<file path="config.mk">
export PLATFORM = sky130hd
export DESIGN_NAME = barrel_shift8
export DESIGN_NICKNAME = d
export VERILOG_FILES = /design/src/rtl/bsh_pkg.sv /design/src/rtl/bsh_stage.sv /design/src/rtl/bsh_core.sv /design/src/rtl/barrel_shift8.sv
export SDC_FILE = /design/constraint.sdc
export NUM_CORES = 1
export LEC_CHECK = 0
export BUFFER_PORTS_ARGS = -buffer_cell sky130_fd_sc_hd__buf_2
export CAP_MARGIN = 15
export CORE_ASPECT_RATIO = 0.8
export CORE_UTILIZATION = 35
export CTS_BUF_LIST = sky130_fd_sc_hd__clkbuf_4 sky130_fd_sc_hd__clkbuf_8
export DETAILED_ROUTE_END_ITERATION = 7
export GPL_TIMING_DRIVEN = 0
export PLACE_DENSITY_LB_ADDON = 0.1
export SLEW_MARGIN = 5
export SYNTH_ARGS = -nofsm -noshare
export SYNTH_HDL_FRONTEND = slang
export SYNTH_SLANG_ARGS = --single-unit
export TNS_END_PERCENT = 1
</file>
<file path="constraint.sdc">
create_clock -name clk -period 1.61 [get_ports clk]
set_input_delay 0.2415 -clock clk [delete_from_list [all_inputs] [get_ports clk]]
set_output_delay 0.2415 -clock clk [all_outputs]
set_load 0.05 [all_outputs]
</file>
<file path="src/rtl/bsh_pkg.sv">
package bsh_pkg;
  // Function code layout: {left, rotate, arith}
  typedef struct packed {
    logic left;
    logic rotate;
    logic arith;
  } bsh_op_t;
endpackage

</file>
<file path="src/rtl/bsh_stage.sv">
// One log stage: conditionally moves the word right by DIST places.
module bsh_stage #(
  parameter int W    = 8,
  parameter int DIST = 1
) (
  input  logic [W-1:0] d_in,
  input  logic         en,
  input  logic         rotate,
  input  logic         fill,
  output logic [W-1:0] d_out
);
  logic [W-1:0] moved;

  always_comb begin
    if (rotate) moved = {d_in[DIST-1:0], d_in[W-1:DIST]};
    else        moved = {{DIST{fill}}, d_in[W-1:DIST]};
    d_out = en ? moved : d_in;
  end
endmodule

</file>
<file path="src/rtl/bsh_core.sv">
// Combinational shifter: reverse for left moves, log stages, reverse back.
module bsh_core
  import bsh_pkg::*;
#(
  parameter int W     = 8,
  parameter int AMT_W = $clog2(W)
) (
  input  logic [W-1:0]     din,
  input  logic [AMT_W-1:0] amt,
  input  bsh_op_t          op,
  output logic [W-1:0]     res
);
  logic [W-1:0] rev_in;
  logic [W-1:0] rev_out;
  logic [W-1:0] lvl [AMT_W+1];
  logic         fill_bit;

  generate
    for (genvar i = 0; i < W; i++) begin : g_rev_in
      assign rev_in[i] = din[W-1-i];
    end
  endgenerate

  // Sign fill only for the arithmetic right case; every other case fills with 0.
  assign fill_bit = !op.left && !op.rotate && op.arith && din[W-1];
  assign lvl[0]   = op.left ? rev_in : din;

  generate
    for (genvar k = 0; k < AMT_W; k++) begin : g_stage
      bsh_stage #(.W(W), .DIST(1 << k)) u_stage (
        .d_in  (lvl[k]),
        .en    (amt[k]),
        .rotate(op.rotate),
        .fill  (fill_bit),
        .d_out (lvl[k+1])
      );
    end
    for (genvar i = 0; i < W; i++) begin : g_rev_out
      assign rev_out[i] = lvl[AMT_W][W-1-i];
    end
  endgenerate

  always_comb begin
    res = op.left ? rev_out : lvl[AMT_W];
    if (op.left && !op.rotate && op.arith) res[W-1] = din[W-1];
  end
endmodule

</file>
<file path="src/rtl/barrel_shift8.sv">
module barrel_shift8
  import bsh_pkg::*;
#(
  parameter int W     = 8,
  parameter int AMT_W = $clog2(W)
) (
  input  logic             clk,
  input  logic             rst,
  input  logic [W-1:0]     din,
  input  logic [AMT_W-1:0] amt,
  input  logic [2:0]       func,
  output logic [W-1:0]     dout
);
  bsh_op_t      op;
  logic [W-1:0] res_c;

  assign op = bsh_op_t'(func);

  bsh_core #(.W(W), .AMT_W(AMT_W)) u_core (
    .din(din),
    .amt(amt),
    .op (op),
    .res(res_c)
  );

  always_ff @(posedge clk) begin
    if (rst) dout <= '0;
    else     dout <= res_c;
  end

  // a reset cycle leaves zero behind
  assert_reset_zero_R1: assert property (@(posedge clk) disable iff (rst)
    $past(rst) |-> dout == '0);

  // zero distance passes data unchanged
  assert_zero_amt_pass_R3: assert property (@(posedge clk) disable iff (rst)
    (!$past(rst) && $past(amt) == '0) |-> dout == $past(din));

  // logical right with nonzero distance clears the top bit
  assert_lsr_top_clear_R4: assert property (@(posedge clk) disable iff (rst)
    (!$past(rst) && $past(func) == 3'b000 && $past(amt) != '0) |-> !dout[W-1]);

  // arithmetic right keeps the sign
  assert_asr_sign_R5: assert property (@(posedge clk) disable iff (rst)
    (!$past(rst) && $past(func) == 3'b001) |-> dout[W-1] == $past(din[W-1]));

  // rotates preserve the count of ones
  assert_rot_popcount_R6: assert property (@(posedge clk) disable iff (rst)
    (!$past(rst) && $past(func[1])) |-> $countones(dout) == $countones($past(din)));

  // logical left with nonzero distance clears the bottom bit
  assert_lsl_low_clear_R7: assert property (@(posedge clk) disable iff (rst)
    (!$past(rst) && $past(func) == 3'b100 && $past(amt) != '0) |-> !dout[0]);

  // arithmetic left keeps the sign
  assert_asl_sign_R8: assert property (@(posedge clk) disable iff (rst)
    (!$past(rst) && $past(func) == 3'b101) |-> dout[W-1] == $past(din[W-1]));
endmodule

</file>
* After elaboration in Yosys (flattened, before gate mapping)
Cells that the tools add are included.
** Operators by class
- Muxes and demuxes :: 9
- Reductions and logical operators :: 7
** Operators by type and width (number)
- 2-to-1 mux 8 bit :: 8
- logical AND 1 bit :: 5
- logical NOT 1 bit :: 2
- 2-to-1 mux 1 bit :: 1
** Storage, ports and cells
- Register bits after elaboration :: 8
- Output and inout bits :: 8
- Logic and storage cells :: 17

* Longest topological paths before layout
- Depth in word-level cells :: 12
- Mapped depth :: 7
- Mapped depth without buffers :: 5

* By module
Synthesis repeated with hierarchy kept, for this count alone.
** Second synthesis, totals
- Cell total of the unflattened synthesis :: 81
- Area total of the unflattened synthesis :: 892.1 sq um
** Modules (own cells, without submodules)
- bsh_core :: times used 1, cells an instance 23, area an instance 264.0 sq um, seq. area each 0.0 sq um
- barrel_shift8 :: times used 1, cells an instance 16, area an instance 210.2 sq um, seq. area each 160.2 sq um
- bsh_stage at u_core.g_stage[2].u_stage :: times used 1, cells an instance 18, area an instance 143.9 sq um, seq. area each 0.0 sq um
- bsh_stage at u_core.g_stage[1].u_stage :: times used 1, cells an instance 13, area an instance 138.9 sq um, seq. area each 0.0 sq um
- bsh_stage at u_core.g_stage[0].u_stage :: times used 1, cells an instance 11, area an instance 135.1 sq um, seq. area each 0.0 sq um

* Least setup slack after synthesis
No wires, ideal clock.
- Path kind :: input to register
- Start point :: input amt[0]
- End point :: register dout[7]
- Arrival time :: 1.541 ns
- Slack :: -0.052 ns
- Stages :: 6
- Cells stage by stage :: buf_6 > mux2_4 > mux4_2 > and2_4 > a211oi_2 > o31ai_1
** On the way
- Cells in the longest elaborated chain, start to end :: 7
** RTL lines
- start, declared :: RTL line barrel_shift8.sv:10 : input logic [AMT_W-1:0] amt,
- 2-to-1 mux 8 bit (*) :: RTL line bsh_stage.sv:17 : d_out = en ? moved : d_in;
- 2-to-1 mux 8 bit :: RTL line bsh_stage.sv:15 : if (rotate) moved = {d_in[DIST-1:0], d_in[W-1:DIST]};
- 2-to-1 mux 8 bit (*) :: RTL line bsh_stage.sv:17
- 2-to-1 mux 8 bit :: RTL line bsh_stage.sv:15
- 2-to-1 mux 8 bit (*) :: RTL line bsh_stage.sv:17
- 2-to-1 mux 8 bit (*) :: RTL line bsh_core.sv:44 : res = op.left ? rev_out : lvl[AMT_W];
- 2-to-1 mux 1 bit (*) :: RTL line bsh_core.sv:45 : if (op.left && !op.rotate && op.arith) res[W-1] = din[W-1];
- end signal, assigned :: RTL line barrel_shift8.sv:28 : else dout <= res_c;
- end, declared :: RTL line barrel_shift8.sv:12 : output logic [W-1:0] dout
Every way passes the cells marked *; elsewhere a longest branch is shown, timed or not.
A chain may end at the register's enable or synchronous reset.

* Final worst setup path
- Start point :: input amt[0]
- End point :: register dout[3]
** On the way
- Cells in the longest elaborated chain, start to end :: 6
** RTL lines (RTL line)
- 2-to-1 mux 8 bit (*) :: bsh_stage.sv:17
- 2-to-1 mux 8 bit :: bsh_stage.sv:15
- 2-to-1 mux 8 bit (*) :: bsh_stage.sv:17
- 2-to-1 mux 8 bit :: bsh_stage.sv:15
- 2-to-1 mux 8 bit (*) :: bsh_stage.sv:17
- 2-to-1 mux 8 bit (*) :: bsh_core.sv:44
Marked as above.

==> impl_metrics.csv <==
group,metric,value,unit
run_status,status,"completed",
synthesis,synthFlopType,"dfxtp_1",
timing,max_freq,0.633,GHz
synthesis,yosysSeqAreaShare,16.4,%
clock_tree,cts-buffers-inserted,3,
timing,max-slew-margin-rel,71.0,%
floorplan,io_pins,24,
setup_path,start_kind,"input pin",
finish,fin_cells,178,
synthesis,synthArstFlopShare,0,%
global_route,first_global_vias,987,
floorplan,rows,16,
routing,wl_per_cell,16.1,um
clock_tree,cts-root-buf,"clkbuf_4",
synthesis,syn_area_per_cell,8.49,um^2
finish,diodes,0,
synthesis,ys_types,45,
floorplan,start_util,38.4,%
finish,final_nets,160,
synthesis,yosys_warnings,0,
pwr,p_leak,0.499,nW
finish,top_regs,"dout (8)",
timing,fin_tns_setup,0,ns
routing,first_pass_iters,4,
floorplan,fp.dieH,49.2,um
synthesis,synth_top_area_cell,"dfxtp_1",
pwr,power_density,606,nW/um^2
synthesis,synth_edf_count,0,
global_route,grt_pass1_wl,4680,um
setup_path,cp_cell_sequence,"buf_4, buf_12, buf_4, xor2_1, mux2i_2, buf_4, a21oi_1, a21oi_2, o31ai_1",
placement,place_ws,-0.368,ns
placement,routabilityCongestion,0.807,
placement,post-place-cells,173,
setup_path,critPathCaptureType,"flop",
clock_tree,clockBufferDepth,2,
setup_path,critPathMaxFanout,10,
timing,period_share,98.1,%
clock_tree,cts.sinks,8,
synthesis,synth_top_cells_by_area,"dfxtp_1 16%, mux4_1 8.1%, mux4_2 6.9%",
synthesis,netlist.area_leader.share,16.4,%
floorplan,dieArea,3010,um^2
clock_tree,clkTransAtPathRegs,0.05,ns
setup_path,cpMaxStageDelayCell,"mux2i_2",
global_route,grtUsageTotal,20.9,%
clock_tree,postCtsHoldBufs,0,
setup_path,cp_common_cell,"buf_4",
hold_path,hold_path_depth,2,
routing,drt_wl_total,2860,um
clock_tree,cts_max_level,1,
timing,finalSetupViolCount,0,
timing,worst_slack,0.0311,ns
floorplan,core-area,2540,um^2
finish,largest_register,"dout",
synthesis,synth_nets,131,
routing,drt-initial-drc-count,40,
timing,slew_viol_final,0,
timing,period_minus_slack,1.58,ns
synthesis,syn_inst,115,
setup_path,path_class,"in -> reg",
timing,final_hold_viol_count,0,
finish,area_delta_synth_final,28.6,%
finish,largest_register_ffs,8,
synthesis,synth_seq_cells,8,
setup_path,critPathMaxStageDelay,0.23,ns
global_route,antenna_found_initial,0,
flow_run,maxCapViolations,0,
clock_tree,cts_tree,"yes",
hold_path,hold_class,"in -> reg",
setup_path,cp.arrival,1.70,ns
routing,vias,1075,
placement,io_buffer_count,22,
placement,hpwl,2160,um
pwr,max-vdd-ir-drop,330,uV
setup_path,cp.required,1.73,ns
finish,layout-drive-gt1-share,36.6,%
routing,vias_per_cell,6.04,
synthesis,synthesis.area,976,um^2
routing,drcViolationCount,0,
timing,worst_slew_pin_slew,0.435,ns
global_route,overflow,0,
timing,hold_ws,0.344,ns
routing,antenna_left,0,
timing,rsz0062_at_grt,"false",
floorplan,die_w,61.0,um
global_route,grt_max_degree,11,
-- final cells by class --
type | count | area (um^2)
Clock buffer | 3 | 22.5
Buffer | 9 | 63.8
Multi-Input combinational cell | 95 | 807
Tap cell | 36 | 45.0
Inverter | 3 | 11.3
Sequential cell | 8 | 160
Timing Repair Buffer | 24 | 145
Fill cell | 267 | 1290
-- final timing paths --
check	start	end	slack (ns)
setup / recovery	amt[0]	dout[3]$_SDFF_PP0_	0.03
hold / removal	rst	dout[6]$_SDFF_PP0_	0.34
-- cells in the mapped netlist (5+ instances only) --
| cell type | number |
|---|---|
| o211ai_1 | 6 |
| o21ai_0 | 8 |
| dfxtp_1 | 8 |
| nor2_1 | 5 |
| a21oi_1 | 8 |
| nand2b_1 | 5 |
-- metrics by stage --
step / instance area (um^2) / util (%) / total power, mW
finish: 1250 / 49.4 / 0.760
global route: 1250 / 49.4 / 0.805
CTS: 1170 / 46.0 / 0.737
detailed placement: 1140 / 44.8 / 0.583
global placement: 1140 / 44.8 / 0.578
floorplan: 985 / - / 0.488
-- where the power goes --
part	switching (mW)	total (mW)	internal, mW
Sequential	0.00338	0.222	0.218
Combinational	0.239	0.393	0.154
Clock	0.0608	0.146	0.0848
Total	0.303	0.760	0.457
-- kinds of logic (layout without fill, tap and decap cells) --
kind of cell,Yosys count,count (layout),synth area share (%)
simple gates,38,38,22.6
buf+inv,12,39,6.15
mux,16,16,26.4
flops,8,8,16.4
compound gates,40,40,27.6
xor+xnor,1,1,0.898
-- routing by layer --
layer | wire length [um] | vias up | GRT usage (%)
met4 | 0 | 0 | 3.41
met3 | 177 | 0 | 5.04
met2 | 1340 | 31 | 30.3
met5 | 0 | - | 0
met1 | 1350 | 529 | 31.5
li1 | - | 515 | -
-- worst max-delay path, delay by kind of cell --
family	cells	cell delay [ns]
XOR/XNOR	1	0.20
buffers and inverters	4	0.61
multiplexers	1	0.23
AO/OA/AOI/OAI	3	0.41
-- placed cells by master, fill, tap and decap left out, types with 2 or more instances in the layout --
cell type  synthesis  layout
mux2i_1            4       3
inv_1              2       2
mux4_1             3       3
nor2_1             5       5
nand2_1            4       4
nand2b_1           5       5
o21ai_1            0       3
mux2_2             3       3
nor2b_1            4       3
mux2_1             2       2
clkbuf_4           0       4
nand3b_1           2       2
nand3_1            4       4
a31oi_1            4       3
buf_2              3      22
mux4_2             3       3
a21oi_2            1       2
and2_1             2       2
nor3_1             3       3
buf_4              1       4
o31ai_1            4       4
o221ai_2           0       2
o211ai_1           6       6
dfxtp_1            8       8
o21ai_0            8       5
clkbuf_1           4       3
a21oi_1            8       7
-- what timing repair did --
action	4_1_cts	5_1_grt
pin swaps	0	2
resized for setup	2	17
gates cloned	0	1
setup buffers	0	1
endpoints found under the setup margin	5	8
Power figures use the tool's default switching activity.
